<file path="config.mk">
export PLATFORM = sky130hd
export DESIGN_NAME = ofh_fault_flag
export DESIGN_NICKNAME = d
export VERILOG_FILES = /design/src/rtl/ofh_pkg.sv /design/src/rtl/ofh_sync.sv /design/src/rtl/ofh_edge.sv /design/src/rtl/ofh_hold.sv /design/src/rtl/ofh_fault_flag.sv
export SDC_FILE = /design/constraint.sdc
export NUM_CORES = 1
export LEC_CHECK = 0
export ABC_AREA = 1
export CORE_AREA = 2 2 39 41
export CTS_BUF_LIST = sky130_fd_sc_hd__clkbuf_16
export DETAILED_ROUTE_END_ITERATION = 7
export DIE_AREA = 0 0 41 43
export GPL_TIMING_DRIVEN = 0
export PLACE_DENSITY = 0.65
export SYNTH_ARGS = -nofsm -noshare
export SYNTH_HDL_FRONTEND = slang
export SYNTH_SLANG_ARGS = --single-unit
</file>
<file path="constraint.sdc">
create_clock -name clk -period 2.93 [get_ports clk]
set_input_delay 0.4395 -clock clk [delete_from_list [all_inputs] [get_ports clk]]
set_output_delay 0.4395 -clock clk [all_outputs]
set_load 0.05 [all_outputs]
</file>
<file path="src/rtl/ofh_pkg.sv">
package ofh_pkg;
  // Depth of the input synchroniser and the default clean-edge hold count.
  parameter int unsigned SYNC_STAGES_DEF = 2;
  parameter int unsigned HOLD_CYCLES_DEF = 4;

  // Indices of the synchronised input vector.
  typedef enum int unsigned {
    IX_REF = 0,
    IX_HI  = 1,
    IX_LO  = 2,
    IX_EN  = 3,
    IX_ARM = 4
  } in_idx_e;

  localparam int unsigned N_INPUTS = 5;
endpackage

</file>
<file path="src/rtl/ofh_sync.sv">
module ofh_sync #(
  parameter int unsigned WIDTH  = 1,
  parameter int unsigned STAGES = 2
) (
  input  logic             clk,
  input  logic             rst_n,
  input  logic [WIDTH-1:0] d,
  output logic [WIDTH-1:0] q
);
  logic [STAGES-1:0][WIDTH-1:0] chain_q;

  generate
    for (genvar s = 0; s < STAGES; s++) begin : g_stage
      if (s == 0) begin : g_first
        always_ff @(posedge clk or negedge rst_n) begin
          if (!rst_n) chain_q[0] <= '0;
          else        chain_q[0] <= d;
        end
      end else begin : g_next
        always_ff @(posedge clk or negedge rst_n) begin
          if (!rst_n) chain_q[s] <= '0;
          else        chain_q[s] <= chain_q[s-1];
        end
      end
    end
  endgenerate

  assign q = chain_q[STAGES-1];
endmodule

</file>
<file path="src/rtl/ofh_edge.sv">
module ofh_edge (
  input  logic clk,
  input  logic rst_n,
  input  logic lvl,
  output logic rise
);
  logic prev_q;

  always_ff @(posedge clk or negedge rst_n) begin
    if (!rst_n) prev_q <= 1'b0;
    else        prev_q <= lvl;
  end

  assign rise = lvl & ~prev_q;
endmodule

</file>
<file path="src/rtl/ofh_hold.sv">
module ofh_hold #(
  parameter int unsigned HOLD_CYCLES = 4,
  localparam int unsigned CW = $clog2(HOLD_CYCLES + 1)
) (
  input  logic          clk,
  input  logic          rst_n,
  input  logic          blocked,
  input  logic          oc_any,
  input  logic          ref_rise,
  output logic          fault,
  output logic [CW-1:0] clean_cnt
);
  localparam logic [CW-1:0] LAST = CW'(HOLD_CYCLES - 1);

  logic          fault_d;
  logic [CW-1:0] cnt_d;

  always_comb begin
    fault_d = fault;
    cnt_d   = clean_cnt;
    if (blocked) begin
      fault_d = 1'b0;
      cnt_d   = '0;
    end else if (oc_any) begin
      fault_d = 1'b1;
      cnt_d   = '0;
    end else if (fault && ref_rise) begin
      if (clean_cnt == LAST) begin
        fault_d = 1'b0;
        cnt_d   = '0;
      end else begin
        cnt_d = clean_cnt + 1'b1;
      end
    end
  end

  always_ff @(posedge clk or negedge rst_n) begin
    if (!rst_n) begin
      fault     <= 1'b0;
      clean_cnt <= '0;
    end else begin
      fault     <= fault_d;
      clean_cnt <= cnt_d;
    end
  end
endmodule

</file>
<file path="src/rtl/ofh_fault_flag.sv">
module ofh_fault_flag
  import ofh_pkg::*;
#(
  parameter int unsigned SYNC_STAGES = SYNC_STAGES_DEF,
  parameter int unsigned HOLD_CYCLES = HOLD_CYCLES_DEF,
  localparam int unsigned CW = $clog2(HOLD_CYCLES + 1)
) (
  input  logic clk,
  input  logic rst_n,
  input  logic sw_ref,
  input  logic oc_hi,
  input  logic oc_lo,
  input  logic en,
  input  logic arm_n,
  output logic flt_pull_low,
  output logic flt_line_n
);
  logic [N_INPUTS-1:0] raw_in;
  logic [N_INPUTS-1:0] sync_in;
  logic                ref_rise;
  logic                oc_s;
  logic                blocked_s;
  logic                fault_q;
  logic [CW-1:0]       hold_cnt;

  always_comb begin
    raw_in         = '0;
    raw_in[IX_REF] = sw_ref;
    raw_in[IX_HI]  = oc_hi;
    raw_in[IX_LO]  = oc_lo;
    raw_in[IX_EN]  = en;
    raw_in[IX_ARM] = arm_n;
  end

  ofh_sync #(.WIDTH(N_INPUTS), .STAGES(SYNC_STAGES)) u_sync (
    .clk   (clk),
    .rst_n (rst_n),
    .d     (raw_in),
    .q     (sync_in)
  );

  ofh_edge u_edge (
    .clk   (clk),
    .rst_n (rst_n),
    .lvl   (sync_in[IX_REF]),
    .rise  (ref_rise)
  );

  assign oc_s      = sync_in[IX_HI] | sync_in[IX_LO];
  assign blocked_s = ~sync_in[IX_EN] | ~sync_in[IX_ARM];

  ofh_hold #(.HOLD_CYCLES(HOLD_CYCLES)) u_hold (
    .clk       (clk),
    .rst_n     (rst_n),
    .blocked   (blocked_s),
    .oc_any    (oc_s),
    .ref_rise  (ref_rise),
    .fault     (fault_q),
    .clean_cnt (hold_cnt)
  );

  // The raw qualifiers gate the pull at once; the held state follows
  // once the synchronised copies show the block disabled.
  assign flt_pull_low = fault_q & en & arm_n;
  assign flt_line_n   = ~flt_pull_low;
endmodule

</file>
; ---- Word-level counts from Yosys, hierarchy flattened
; Index checks and enable logic that the tools add are counted.
[word_totals]
regBits = 15
latchBits = 0
ramBits = 0
romBits = 0
inputBits = 7
output_inout_bits = 2
elab_cells = 28
n_memories = 0
[classes]
n_addsub = 1
mul = 0
div_mod_pow = 0
magnitude_cmp = 0
n_eq_ne = 1
n_shift = 0
n_mux = 8
bitwise = 9
n_reduce_logical = 4
[op_table]
columns = op, n
row1 = two-way mux 3 bit, 4
row2 = nonzero test 3 bit, 2
row3 = two-way mux 1 bit, 4
row4 = NOT 1 bit, 4
row5 = "adder 3 x 1 -> 3 bit, second input constant", 1
row6 = AND 1 bit, 3
row7 = "equality test 3 x 2 -> 1 bit, second input constant", 1
row8 = OR 1 bit, 2
row9 = AND reduction 2 bit, 1
row10 = logical AND 1 bit, 1

; ---- Depth between registers and ports, before layout
; Gate-level depths: netlist of the first run.
[logic_depth]
word_depth = 6
mapped_depth = 6
mapped_depth_nobuf = 6

; ---- Modules after synthesis
; From an unflattened synthesis of the first run, not the netlist that was laid out.
[hier_totals]
cells_unflattened = 52
hier_area_um2 = 564.3
[modules_own_cells]
columns = module, n_inst, cells_each, area_each_um2, seq_area_each_um2
row1 = ofh_sync, 1, 15, 287.8, 250.2
row2 = ofh_hold, 1, 28, 215.2, 100.1
row3 = ofh_edge, 1, 3, 35.0, 25.0
row4 = ofh_fault_flag, 1, 6, 26.3, 0.0

; ---- Worst setup path after synthesis of the first run
; OpenSTA, ideal clock, no wires.
[synth_path]
path_type = input port to output port
from = input arm_n
to = output flt_pull_low
arrival_ns = 1.357
required_ns = 2.491
setup_slack_ns = 1.133
path_stages = 2
n_path_buf = 0
path_cell_list = nand3_1 -> inv_1
[synth_via]
elab_chain_len = 1
[synth_rtl]
columns = element, line
row1 = from (decl), ofh_fault_flag.sv:14  ; input logic arm_n,
row2 = AND 1 bit, ofh_fault_flag.sv:64  ; assign flt_pull_low = fault_q & en & arm_n;
row3 = to (decl), ofh_fault_flag.sv:15  ; output logic flt_pull_low,
; Every way passes these cells.

; ---- Final worst setup path of the first run
; Same ends and word-level chain as after synthesis.

==> results of run 1 <==
-- power by group through the flow --
stage                     combinational, mW  clock [mW]  sequential (mW)
after CTS                            0.0228       0.260            0.221
after floorplan                     0.00827           0            0.223
after detailed placement             0.0226           0            0.224
after global routing                 0.0244       0.274            0.221
final                                0.0221       0.253            0.221
after global placement               0.0223           0            0.223
-- worst paths after layout --
| kind | from | endpoint | slack, ps | cells after the start |
|---|---|---|---|---|
| worst max-delay path | arm_n | flt_pull_low | 620 | 4 |
| worst min-delay path | u_sync.chain_q[1] | u_sync.q[1] | 340 | 0 |
| worst min register to register | u_sync.chain_q[1] | u_sync.q[1] | 340 | 0 |
| worst max register to register | u_hold.clean_cnt[0] | u_hold.clean_cnt[1] | 1850 | 6 |
| max in group asynchronous | rst_n | u_sync.q[4] | 1930 | 1 |
| min in group asynchronous | rst_n | u_hold.fault | 600 | 1 |
-- routing by layer --
layer	vias to the layer above	global-route usage [%]	part of all wire, %
met5	-	0	0
met4	0	8.000	0
met3	0	4.712	2.8
met2	4	15.00	52
met1	146	14.74	45
li1	157	-	-
-- cell families (layout without fill, tap and decap cells) --
family	count (synthesis)	in the layout	share of synthesized area [%]
buf+inv	5	17	3.528
compound gates	3	3	4.235
flops	15	15	70.59
simple gates	18	18	19.29
fa+ha+maj	1	1	2.353
-- through the flow --
step | worst slack (ps) | power (mW) | cells
floorplan | 1133 | 0.2313 | 42
CTS | 622.2 | 0.5037 | 70
finish | 620.8 | 0.4958 | 70
detailed placement | 623.7 | 0.2465 | 66
global route | 567.7 | 0.5191 | 70
global placement | 631.5 | 0.2456 | 66
-- synth_stat cells, drive strengths merged --
cell type and instances:
a21oi 2, dfrtp 15, ha 1, inv 5
nand2 10, nand3 1, nand4 2, nor2 5
o21ai 1
-- flip-flops by register name, indices dropped and copies added, names as in the netlist --
| signal | flops |
|---|---|
| u_hold.clean_cnt | 3 |
| u_hold.fault | 1 |
| u_edge.prev_q | 1 |
| u_sync.q | 5 |
| u_sync.chain_q | 5 |
-- final cells by class --
| cell class | count | share of cell area [%] |
|---|---|---|
| clock inverter | 1 | 0.5282 |
| sequential | 15 | 52.82 |
| tap | 16 | 2.817 |
| inverter | 5 | 2.641 |
| multi-input combinational | 22 | 19.37 |
| timing repair buffer | 8 | 11.27 |
| clock buffer | 3 | 10.56 |
-- cells in the final DEF (no fill, tap or decap) --
master           instances
clkdlybuf4s50_1          8
nand2_2                  2
inv_1                    5
inv_2                    1
nand3_1                  1
nor2_8                   1
nor2_1                   1
ha_1                     1
nor2_2                   3
nand2_1                  8
o21ai_0                  1
nand4_1                  2
dfrtp_1                 15
clkbuf_16                3
a21oi_2                  2
-- worst max-delay path, cell delays in order --
cell,delay [ps]
clkdlybuf4s50_1,480
nand3_1,100
inv_1,60
clkdlybuf4s50_1,790
==> impl_metrics.tcl, run 1 <==
set metrics [dict create \
    seq_area_um2 375.4 \
    cts_made_buffers 3 \
    wl_per_cell_um 10.59 \
    max_freq_mhz 433.1 \
    grt_max_degree 16 \
    synth_fp_nets 50 \
    clockBufferDepth 2 \
    cap_violations 0 \
    tightest_slew_ps 630.4 \
    cts_hold_buffers 0 \
    crit_required_ps 2490 \
    power.internal_uw 406.5 \
    fin_util_pct 51.36 \
    placed_area_um2 631.9 \
    slew_headroom_pct 57.84 \
    die_w_um 41 \
    path_max_fanout 2 \
    htreeDepth 1 \
    ctsRootBufferMaster "clkbuf_16" \
    routed_wl_um 741 \
    hp-class "reg -> reg" \
    syn_inst 42 \
    die-area_um2 1763 \
    yosys_warnings 0 \
    period_share_pct 78.81 \
    cts_tree "done" \
    num_vias 307 \
    grt.total_usage_pct 11.44 \
    drt_iter0_markers 0 \
    netlist.area_leader.share_pct 70.59 \
    postCtsSetupBuffers 0 \
    clk_latency_ps 240 \
    setup_violations 0 \
    p_switching_uw 89.28 \
    die_h_um 43 \
    num-fill-cells 120 \
    synth_cell_types 13 \
    peakVddDrop_v 0.0004873 \
    hpwl_um 568.8 \
    multiInputGateArea_um2 137.6 \
    avgSynthCellArea_um2 12.66 \
    arrival_ps 1870 \
    power.density_nw_per_um2 697.6 \
    cts.sinks 15 \
    synth_top_area_cell "dfrtp_1" \
    period_minus_slack_ps 2309 \
    gp_congestion 0.6585 \
    status "finished, final reports clean" \
    ant_nets 0 \
    synth.top_cells.by_area "dfrtp_1 71%, nand2_1 5.6%, nor2_8 3.8%" \
    port_buffers 8 \
    cp-start-kind "primary input" \
    comb_power_share_pct 4.5 \
    hold_ws_ps 344.5 \
    drc 0 \
    drt-pass1-iter-count 1 \
    tns_ps 0 \
    antenna_found_initial 0 \
    drive_gt1_share_pct 22.22 \
    finalMaxSlewViolations 0 \
    num_rows 14 \
    post-route-cell-area_um2 710.7 \
    nets 63 \
    end_kind "output port" \
    fin_skew_ps 2.722 \
    ys_seq_area_share_pct 70.59 \
    cts.reportedPaths.clkPinSlew_ps 50 \
    rsz0062_at_grt "no" \
    cts_resized 0 \
    start_util_pct 38.43 \
    ys_seq_elements 15 \
    syn2layout_area_growth_pct 33.65 \
    switching_share_pct 18.01 \
    n_antenna_cell 0 \
    fp.coreArea_um2 1384 \
    final_hold_viol_count 0 \
    worstSetupPathType "in -> out" \
    first_global_vias 306 \
    ioPinCount 9 \
    netlist_area_um2 531.8 \
    p_clk_share_pct 51.0 \
    seq_power_share_pct 44.5 \
    avgViaCountPerCell 4.386 \
    overflow 0 \
    leakagePower_nw 0.3536 \
    grt_pass1_wl_um 1276 \
]
No activity file was read; power rests on OpenSTA's default activity.
==> run 2, diff against run 1 <==
==> constraint.sdc (replaced) <==
create_clock -name clk -period 2.3 [get_ports clk]
set_input_delay 0.345 -clock clk [delete_from_list [all_inputs] [get_ports clk]]
set_output_delay 0.345 -clock clk [all_outputs]
set_load 0.05 [all_outputs]
==> results of run 2 <==
Same layout as run 1 (identical final DEF). Status: finished, final reports clean.
Main changes from that run: setup slack after placement 623.7 ps -> 182.7 ps; setup slack after layout 620.8 ps -> 179.8 ps; register-to-register setup slack 1850 ps -> 1220 ps; total power 0.4958 mW -> 0.6316 mW; worst IR drop on VDD 0.0004873 V -> 0.0006208 V
==> run 3, diff against run 2 <==
--- a/config.mk
+++ b/config.mk
@@ -12,6 +12,7 @@
 export DIE_AREA = 0 0 41 43
 export GPL_TIMING_DRIVEN = 0
 export PLACE_DENSITY = 0.65
+export SLEW_MARGIN = 25
 export SYNTH_ARGS = -nofsm -noshare
 export SYNTH_HDL_FRONTEND = slang
 export SYNTH_SLANG_ARGS = --single-unit
==> results of run 3 <==
Same layout as run 1 (identical final DEF). Status: finished, final reports clean.
Main changes from that run: setup slack after placement 623.7 ps -> 182.7 ps; setup slack after layout 620.8 ps -> 179.8 ps; register-to-register setup slack 1850 ps -> 1220 ps; total power 0.4958 mW -> 0.6316 mW; worst IR drop on VDD 0.0004873 V -> 0.0006208 V
